===== src/rtl/fpsr_pkg.sv =====
package fpsr_pkg;
  localparam int CLS_W    = 6;
  localparam int CLS_ZERO = 0;
  localparam int CLS_SUB  = 1;
  localparam int CLS_NORM = 2;
  localparam int CLS_INF  = 3;
  localparam int CLS_QNAN = 4;
  localparam int CLS_SNAN = 5;

  typedef enum logic [1:0] {
    OP_ADD  = 2'b00,
    OP_SUB  = 2'b01,
    OP_MUL  = 2'b10,
    OP_NONE = 2'b11
  } fpsr_op_e;
endpackage


===== src/rtl/fpsr_classify.sv =====
module fpsr_classify
  import fpsr_pkg::*;
#(
  parameter int EXP_W  = 8,
  parameter int FRAC_W = 23,
  localparam int W     = 1 + EXP_W + FRAC_W
) (
  input  logic [W-1:0]      word,
  output logic [CLS_W-1:0]  cls,
  output logic              sign,
  output logic [FRAC_W-1:0] frac
);
  function automatic logic [CLS_W-1:0] decode_class(
    input logic [EXP_W-1:0]  e,
    input logic [FRAC_W-1:0] f
  );
    logic [CLS_W-1:0] c;
    c = '0;
    if (e == '0) begin
      if (f == '0) c[CLS_ZERO] = 1'b1;
      else         c[CLS_SUB]  = 1'b1;
    end else if (e == '1) begin
      if (f == '0)           c[CLS_INF]  = 1'b1;
      else if (f[FRAC_W-1])  c[CLS_QNAN] = 1'b1;
      else                   c[CLS_SNAN] = 1'b1;
    end else begin
      c[CLS_NORM] = 1'b1;
    end
    return c;
  endfunction

  assign sign = word[W-1];
  assign frac = word[FRAC_W-1:0];
  assign cls  = decode_class(word[W-2:FRAC_W], word[FRAC_W-1:0]);
endmodule


===== src/rtl/fpsr_nan_pick.sv =====
module fpsr_nan_pick
  import fpsr_pkg::*;
#(
  parameter int EXP_W  = 8,
  parameter int FRAC_W = 23,
  localparam int W     = 1 + EXP_W + FRAC_W
) (
  input  logic [W-1:0]     word_a,
  input  logic [W-1:0]     word_b,
  input  logic [CLS_W-1:0] cls_a,
  input  logic [CLS_W-1:0] cls_b,
  input  logic             trap_en,
  output logic [W-1:0]     pick,
  output logic             snan_any,
  output logic             nan_any
);
  function automatic logic [W-1:0] make_quiet(input logic [W-1:0] w);
    logic [W-1:0] q;
    q = w;
    q[FRAC_W-1] = 1'b1;
    return q;
  endfunction

  function automatic logic b_smaller(input logic [W-1:0] a, input logic [W-1:0] b);
    return b[FRAC_W-1:0] < a[FRAC_W-1:0];
  endfunction

  logic         nan_a, nan_b;
  logic [W-1:0] sel;

  assign nan_a    = cls_a[CLS_QNAN] | cls_a[CLS_SNAN];
  assign nan_b    = cls_b[CLS_QNAN] | cls_b[CLS_SNAN];
  assign snan_any = cls_a[CLS_SNAN] | cls_b[CLS_SNAN];
  assign nan_any  = nan_a | nan_b;

  always_comb begin
    if (cls_a[CLS_SNAN])        sel = word_a;
    else if (cls_b[CLS_SNAN])   sel = word_b;
    else if (nan_a && nan_b)    sel = b_smaller(word_a, word_b) ? word_b : word_a;
    else if (nan_b)             sel = word_b;
    else                        sel = word_a;
  end

  assign pick = trap_en ? sel : make_quiet(sel);
endmodule


===== src/rtl/fpsr_invalid_op.sv =====
module fpsr_invalid_op
  import fpsr_pkg::*;
(
  input  logic [CLS_W-1:0] cls_a,
  input  logic [CLS_W-1:0] cls_b,
  input  logic             sign_a,
  input  logic             sign_b,
  input  fpsr_op_e         op,
  output logic             op_invalid
);
  logic both_inf, zero_by_inf;

  assign both_inf    = cls_a[CLS_INF] & cls_b[CLS_INF];
  assign zero_by_inf = (cls_a[CLS_ZERO] & cls_b[CLS_INF]) |
                       (cls_a[CLS_INF]  & cls_b[CLS_ZERO]);

  always_comb begin
    unique case (op)
      OP_ADD:  op_invalid = both_inf & (sign_a ^ sign_b);
      OP_SUB:  op_invalid = both_inf & ~(sign_a ^ sign_b);
      OP_MUL:  op_invalid = zero_by_inf;
      default: op_invalid = 1'b0;
    endcase
  end
endmodule


===== src/rtl/fp_special_resolve.sv =====
module fp_special_resolve
  import fpsr_pkg::*;
#(
  parameter int EXP_W   = 8,
  parameter int FRAC_W  = 23,
  parameter bit REG_OUT = 1'b1,
  localparam int W      = 1 + EXP_W + FRAC_W
) (
  input  logic             clk,
  input  logic             rst_n,
  input  logic [W-1:0]     op_a,
  input  logic [W-1:0]     op_b,
  input  logic [1:0]       op_sel,
  input  logic             invalid_trap_en,
  output logic [CLS_W-1:0] class_a,
  output logic [CLS_W-1:0] class_b,
  output logic             res_is_nan,
  output logic [W-1:0]     nan_word,
  output logic             invalid_flag,
  output logic             trap_req
);
  localparam logic [W-1:0] DEF_QNAN = {1'b0, {EXP_W{1'b1}}, 1'b1, {(FRAC_W-1){1'b0}}};
  localparam int BUNDLE_W = 2*CLS_W + W + 3;

  logic [CLS_W-1:0]  cls_a_w, cls_b_w;
  logic              sgn_a, sgn_b;
  logic [FRAC_W-1:0] frac_a, frac_b;
  logic [W-1:0]      pick_w, nan_w;
  logic              snan_any, nan_any, op_inv;
  logic              inv_w, trap_w, res_nan_w;

  fpsr_classify #(.EXP_W(EXP_W), .FRAC_W(FRAC_W)) u_cls_a (
    .word(op_a), .cls(cls_a_w), .sign(sgn_a), .frac(frac_a));
  fpsr_classify #(.EXP_W(EXP_W), .FRAC_W(FRAC_W)) u_cls_b (
    .word(op_b), .cls(cls_b_w), .sign(sgn_b), .frac(frac_b));

  fpsr_nan_pick #(.EXP_W(EXP_W), .FRAC_W(FRAC_W)) u_pick (
    .word_a(op_a), .word_b(op_b), .cls_a(cls_a_w), .cls_b(cls_b_w),
    .trap_en(invalid_trap_en), .pick(pick_w), .snan_any(snan_any), .nan_any(nan_any));

  fpsr_invalid_op u_inv (
    .cls_a(cls_a_w), .cls_b(cls_b_w), .sign_a(sgn_a), .sign_b(sgn_b),
    .op(fpsr_op_e'(op_sel)), .op_invalid(op_inv));

  // NaN propagation outranks a generated default NaN
  assign res_nan_w = nan_any | op_inv;
  assign inv_w     = snan_any | op_inv;
  assign trap_w    = inv_w & invalid_trap_en;
  assign nan_w     = !res_nan_w ? '0 : (nan_any ? pick_w : DEF_QNAN);

  logic [BUNDLE_W-1:0] bundle_d, bundle_q;
  assign bundle_d = {cls_a_w, cls_b_w, res_nan_w, nan_w, inv_w, trap_w};

  generate
    if (REG_OUT) begin : g_reg
      always_ff @(posedge clk or negedge rst_n) begin
        if (!rst_n) bundle_q <= '0;
        else        bundle_q <= bundle_d;
      end
    end else begin : g_comb
      assign bundle_q = bundle_d;
    end
  endgenerate

  assign {class_a, class_b, res_is_nan, nan_word, invalid_flag, trap_req} = bundle_q;
endmodule


===== config.mk =====
export PLATFORM = sky130hd
export DESIGN_NAME = fp_special_resolve
export DESIGN_NICKNAME = d
export VERILOG_FILES = /design/src/rtl/fpsr_pkg.sv /design/src/rtl/fpsr_classify.sv /design/src/rtl/fpsr_nan_pick.sv /design/src/rtl/fpsr_invalid_op.sv /design/src/rtl/fp_special_resolve.sv
export SDC_FILE = /design/constraint.sdc
export NUM_CORES = 1
export LEC_CHECK = 0
export BUFFER_PORTS_ARGS = -buffer_cell sky130_fd_sc_hd__buf_2
export CAP_MARGIN = 10
export CORE_MARGIN = 1
export CORE_UTILIZATION = 40
export CTS_CLUSTER_DIAMETER = 60
export DETAILED_ROUTE_END_ITERATION = 7
export PLACE_DENSITY = 0.69
export SETUP_SLACK_MARGIN = 0.2
export SLEW_MARGIN = 20
export SYNTH_ARGS = -nofsm -noshare
export SYNTH_HDL_FRONTEND = slang
export SYNTH_SLANG_ARGS = --single-unit

===== constraint.sdc =====
create_clock -name clk -period 0.8 [get_ports clk]
set_input_delay 0 -clock clk [delete_from_list [all_inputs] [get_ports clk]]
set_output_delay 0 -clock clk [all_outputs]
set_load 0.05 [all_outputs]

==> results of run 1 <==
-- metrics by stage --
step / worst slack, ns / TNS [ns] / instances / util [%]
floorplan: -0.880 / -27.35 / 269 / -
global placement: -1.12 / -40.15 / 513 / 64.5
global route: -0.991 / -32.38 / 539 / 79.6
detailed placement: -1.21 / -42.18 / 513 / 64.5
CTS: -0.792 / -25.68 / 531 / 76.1
finish: -0.893 / -27.83 / 539 / 79.6
-- worst max-delay path by stage --
stage               startpoint                endpoint  slack [ns]  depth (start not counted)
floorplan             op_b[20]  bundle_q[10]$_DFF_PN0_       -0.88                          8
global placement      op_a[16]  bundle_q[12]$_DFF_PN0_       -1.12                         10
global route          op_b[19]   bundle_q[3]$_DFF_PN0_       -0.99                         12
finish                op_b[19]   bundle_q[3]$_DFF_PN0_       -0.89                         12
detailed placement    op_a[16]  bundle_q[15]$_DFF_PN0_       -1.21                         10
CTS                   op_a[16]  bundle_q[10]$_DFF_PN0_       -0.79                         11
-- area by class of cell --
cell class	instances	area [µm²]	share of cell area, %
multi-input cells	192	1820	35.8
repair buffers	193	1780	35.0
flip-flops and latches	47	1180	23.1
inverters	22	120	2.36
well taps	77	96.3	1.89
clock buffers	5	68.8	1.35
clock inverters	3	23.8	0.467
-- cells in the mapped netlist, types with 4 or more instances --
library cell,n,area [µm²]
nand2b_1,11,68.8
nor2_1,8,30.0
or4_1,4,30.0
ha_1,22,275
a21oi_1,8,40.0
and2_1,4,25.0
dfrtp_1,47,1180
nand4_1,9,56.3
nand2_1,52,195
clkbuf_1,5,18.8
nor4_1,11,68.8
nor3_1,7,35.0
inv_1,22,82.6
mux2i_1,23,230
-- per-layer routing --
metal / wire length, µm / part of all wire, % / up-vias
li1: - / - / 1323
met1: 3490 / 39 / 1347
met2: 4790 / 54 / 96
met3: 398 / 4.5 / 21
met4: 180 / 2.0 / 0
met5: 0 / 0 / -
-- power by group --
group | switching [mW] | internal, mW
combinational | 0.594 | 0.640
clock | 0.865 | 0.626
sequential | 0.00467 | 2.38
-- timing repair --
| action | CTS | global route |
|---|---|---|
| pin swaps | 13 | 16 |
| cloned | 0 | 3 |
| buffers inserted | 4 | 3 |
| hold buffers | 6 | 2 |
| gates resized for setup | 152 | 30 |
| endpoints found under the setup margin | 92 | 92 |
| endpoints found under the hold margin | 67 | 13 |
-- placed cells by master, fill, tap and decap left out, types with 3 or more instances in the layout --
| master | n |
|---|---|
| inv_4 | 5 |
| or4_4 | 4 |
| nor3_2 | 5 |
| nor4_2 | 3 |
| nor2_4 | 3 |
| buf_2 | 44 |
| nand4_1 | 9 |
| nand2_1 | 50 |
| nand2b_1 | 11 |
| buf_12 | 6 |
| clkbuf_8 | 5 |
| dlygate4sd3_1 | 8 |
| buf_8 | 3 |
| mux2i_1 | 23 |
| inv_6 | 3 |
| nor2_1 | 4 |
| a21oi_1 | 7 |
| buf_4 | 53 |
| inv_2 | 4 |
| dfrtp_1 | 47 |
| inv_1 | 9 |
| ha_4 | 13 |
| buf_6 | 77 |
| nor4_4 | 11 |
| or2_4 | 3 |
| a21o_1 | 3 |
| ha_1 | 9 |
-- logic make-up after synthesis --
logic type | synth area share [%]
buffers and inverters | 4.84
and+or+nand+nor | 24.0
DFF | 44.2
adders and majority gates | 10.3
muxes | 8.65
xor gates and xnor gates | 0.659
AOI/OAI and AO/OA | 7.29
==> metrics.yaml, run 1 <==
hold_slack_ns: -0.0618
slew_viol_final: 0
cts-buffers-inserted: 5
largest_reg_flops: 47
drt_iter0_markers: 98
violations: "negative hold slack, negative setup slack"
post-route-period-util_pct: 212
end_kind: "register"
fin_crit_ns: 1.69
fmax_ghz: 0.591
ys_ff_latch: 47
finalPower_mw: 5.11
antenna_found_initial: 0
drc: 0
fin_nets: 552
synthFlopType: "dfrtp_1"
clock-sinks: 47
cp.required_ns: 1.03
busiest_layer: "met2"
wire_per_inst_um: 16.4
hp-start: "op_a[21]"
grt_overflow: 0
cp.arrival_ns: 1.93
viasPerCell: 5.17
use_met1_pct: 27.1
yosysUniqueCellTypes: 39
coreArea_mm2: 0.00639
synthCells: 269
ios: 116
ys_seq_area_share_pct: 44.2
relSlewSlack_pct: 77.7
crit_slowest_cell: "a2111oi_4"
numPortBuffers: 115
cts_tree: "built"
synth_enable_flop_cells: 0
rows: 29
max_stage_delay_ns: 0.35
rsz0062_at_grt: "true"
vias: 2787
report.final.setup_viol: 90
status: "complete, but fails checks"
reg_top3: "bundle_q (47)"
synth_area_mm2: 0.00266
die_w_um: 83.6
vdd_drop_max_mv: 0.966
holdPathStages: 3
grt_pass1_wl_um: 13300
nFillCells: 386
grt_usage_pct: 24.2
grt_use_met2_pct: 45.8
htree_levels: 2
hold_violations: 13
worst_slack_ns: -0.893
drt_pass1_iterations: 4
ys_warn_count: 0
worstPathMaxFanout: 5
hp-class: "in2reg"
power_density_mw_per_mm2: 1010
p_leak_nw: 2.33
crit_family: "buffers and inverters"
path_cells: "buf_4 > ha_4 > nand4_1 > buf_4 > buf_6 > nor2_4 > a2111oi_4 > a21oi_2 > nor4_4 > buf_6 > clkbuf_16 > mux2i_1"
grt_pass1_vias: 2833
worst_pin_slew_ns: 0.332
die_area_mm2: 0.00698
totalWireLength_um: 8860
syn_avg_cell_area_um2: 9.89
critical_path_class: "in2reg"
synth.net_count: 360
start_util_pct: 41.7
async_flop_share_pct: 100
drv_cap: 0
die_h_um: 83.6
root_buffer: "clkbuf_8"
path_buf_inv: 5
gp_congestion: 0.776
dpl.hpwl_um: 5760
layout-drive-gt1-share_pct: 57.6
use_met3_pct: 5.14
finalInstanceArea_mm2: 0.00509
clockBufferDepth: 2
ant_nets: 0
clk_pin_slew_worst_paths_ns: 0.10
area_growth_syn_to_layout_pct: 91.2
grt_max_degree: 48
hold_end: "bundle_q[23]$_DFF_PN0_"
dpl_cell_area_mm2: 0.00412
top_register: "bundle_q"
crit_path_start_kind: "input port"
antenna_cells: 0
(Power assumes the default switching activity.)
==> inputs of run 2 (changes only) <==
--- a/config.mk
+++ b/config.mk
@@ -10,6 +10,5 @@
 export CORE_MARGIN = 1
-export CORE_UTILIZATION = 40
+export CORE_UTILIZATION = 37
 export CTS_CLUSTER_DIAMETER = 60
 export DETAILED_ROUTE_END_ITERATION = 7
-export PLACE_DENSITY = 0.69
 export SETUP_SLACK_MARGIN = 0.2
--- a/constraint.sdc
+++ b/constraint.sdc
@@ -3,2 +3,2 @@
 set_output_delay 0 -clock clk [all_outputs]
-set_load 0.05 [all_outputs]
+set_load 0.1 [all_outputs]
==> run 2 against run 1 <==
Effect of this change:
- the flow still finishes with violations (negative hold slack, negative setup slack)
- critical endpoint is now bundle_q[18]$_DFF_PN0_
- first-iteration DRC count grew 10%
- core utilization up 7.0 points
- maximum frequency increased by 0.25%
- design area grew 17%
- clock power up 7%
- highest routed layer unchanged
- global-route usage is 1.5 points higher
- sequential share of layout area decreased by 1.7 points
==> metrics.yaml, run 2 (synthesis gave the netlist of run 1 again) <==
rows: 30
slew_viol_final: 0
power.switching_mw: 1.57
ant_nets: 0
top_register: "bundle_q"
coreArea_mm2: 0.00687
internal-power_mw: 3.82
area_growth_syn_to_layout_pct: 124
p_leak_nw: 2.49
antenna_cells: 0
holdPathStages: 3
final_cell_mix: "buf_12, nand2_1, buf_4"
fin_cells: 569
p_clk_share_pct: 29.5
die_h_um: 86.8
largest_reg_flops: 47
die_area_mm2: 0.00753
layout-drive-gt1-share_pct: 66.2
use_met1_pct: 28.8
busiest_layer: "met2"
gp_congestion: 0.803
dp_cells: 525
ios: 116
rsz0062_at_grt: "true"
start_util_pct: 38.7
utilization_pct: 86.7
post-route-period-util_pct: 211
grt_overflow: 0
antenna_found_initial: 0
swShare_pct: 29.1
ctsHoldBuffers: 16
worst_pin_slew_ns: 0.394
use_met3_pct: 4.67
violations: "negative hold slack, negative setup slack"
htree_levels: 2
dp_slack_ns: -1.28
drv_cap: 0
worstPathMaxFanout: 8
cp.required_ns: 1.03
wire_per_inst_um: 18.8
fin_crit_ns: 1.69
status: "complete, but fails checks"
dpl.hpwl_um: 6450
drt_iter0_markers: 108
report.final.setup_viol: 92
clockBufferDepth: 2
clk_pin_slew_worst_paths_ns: 0.09
power_density_mw_per_mm2: 906
drt_pass1_iterations: 4
hold_violations: 4
nFillCells: 323
combPwrFrac_pct: 26.2
fmax_ghz: 0.592
vias: 2939
fin_nets: 563
cts-buffers-inserted: 5
worst_slack_ns: -0.889
seqPwrFrac_pct: 44.4
hp-class: "in2reg"
numPortBuffers: 115
end_kind: "register"
die_w_um: 86.8
mostFrequentLayoutCell: "buf_12"
vdd_drop_max_mv: 0.662
cts_tree: "built"
reg_top3: "bundle_q (47)"
crit_path_start_kind: "input port"
clock-sinks: 47
cp.arrival_ns: 1.92
root_buffer: "clkbuf_8"
grt_usage_pct: 25.7
grt_pass1_wl_um: 14800
drc: 0
viasPerCell: 5.17
totalWireLength_um: 10700
hold_slack_ns: -0.0536
relSlewSlack_pct: 73.7
grt_use_met2_pct: 48.4
grt_pass1_vias: 3033
grt_max_degree: 48
critical_path_class: "in2reg"
## run 2: changes by cell type in the layout (fill, tap and decap cells not counted), sizes merged
cell,change
clkinvlp,-1
inv,-1
dlygate4sd3,+8
buf,+3
clkbuf,+1
clkinv,+1
## run 2: per-stage QoR
step / TNS [ns] / total power [mW] / cell area, µm²
after global routing: -40.77 / 5.59 / 5950
after CTS: -33.28 / 5.32 / 5700
after detailed placement: -44.53 / 3.50 / 4920
after floorplan: -29.06 / 2.85 / 3090
after global placement: -41.59 / 3.47 / 4920
final: -36.67 / 5.39 / 5950
## run 2: critical path, cell delays in order
cell and delay [ns]:
buf_12 0.09, inv_8 0.03, ha_4 0.25, nand4_1 0.18, nor4_4 0.37, nand3_1 0.15, a311oi_2 0.30, nor4_4 0.08
buf_6 0.16, buf_12 0.15, mux2i_1 0.16
## run 2: power groups by stage
stage	Sequential, mW	Clock [mW]	Combinational [mW]
after global routing	2.39	1.69	1.51
after detailed placement	2.44	0	1.06
after CTS	2.39	1.61	1.32
final	2.39	1.59	1.41
after floorplan	2.51	0	0.340
after global placement	2.44	0	1.02
## run 2: routing by layer
layer / part of all wire (%) / vias up
met5: 0 / -
met4: 2.3 / 0
met3: 4.1 / 28
met2: 56 / 111
met1: 37 / 1453
li1: - / 1347
## run 2: cell type report
| class | instances | area, µm² | share of cell area [%] |
|---|---|---|---|
| clock buffer | 6 | 82.6 | 1.39 |
| tap | 96 | 120 | 2.02 |
| timing repair buffer | 204 | 2400 | 40.3 |
| inverter | 22 | 120 | 2.02 |
| clock inverter | 2 | 16.3 | 0.273 |
| sequential | 47 | 1280 | 21.5 |
| multi-input combinational | 192 | 1940 | 32.5 |
## run 2: worst paths after layout
path                       slack [ns]      from                     end
worst max-delay path            -0.89  op_a[16]  bundle_q[18]$_DFF_PN0_
worst min-delay path            -0.05  op_a[20]  bundle_q[22]$_DFF_PN0_
max in group asynchronous        0.33     rst_n  bundle_q[34]$_DFF_PN0_
min in group asynchronous        0.22     rst_n   bundle_q[7]$_DFF_PN0_
## run 2: what timing repair did
item,in CTS,in global routing
gates cloned,1,3
setup buffers,9,7
pin swaps,35,15
setup endpoints to repair,92,93
endpoints found under the hold margin,66,5
resized for setup,89,28
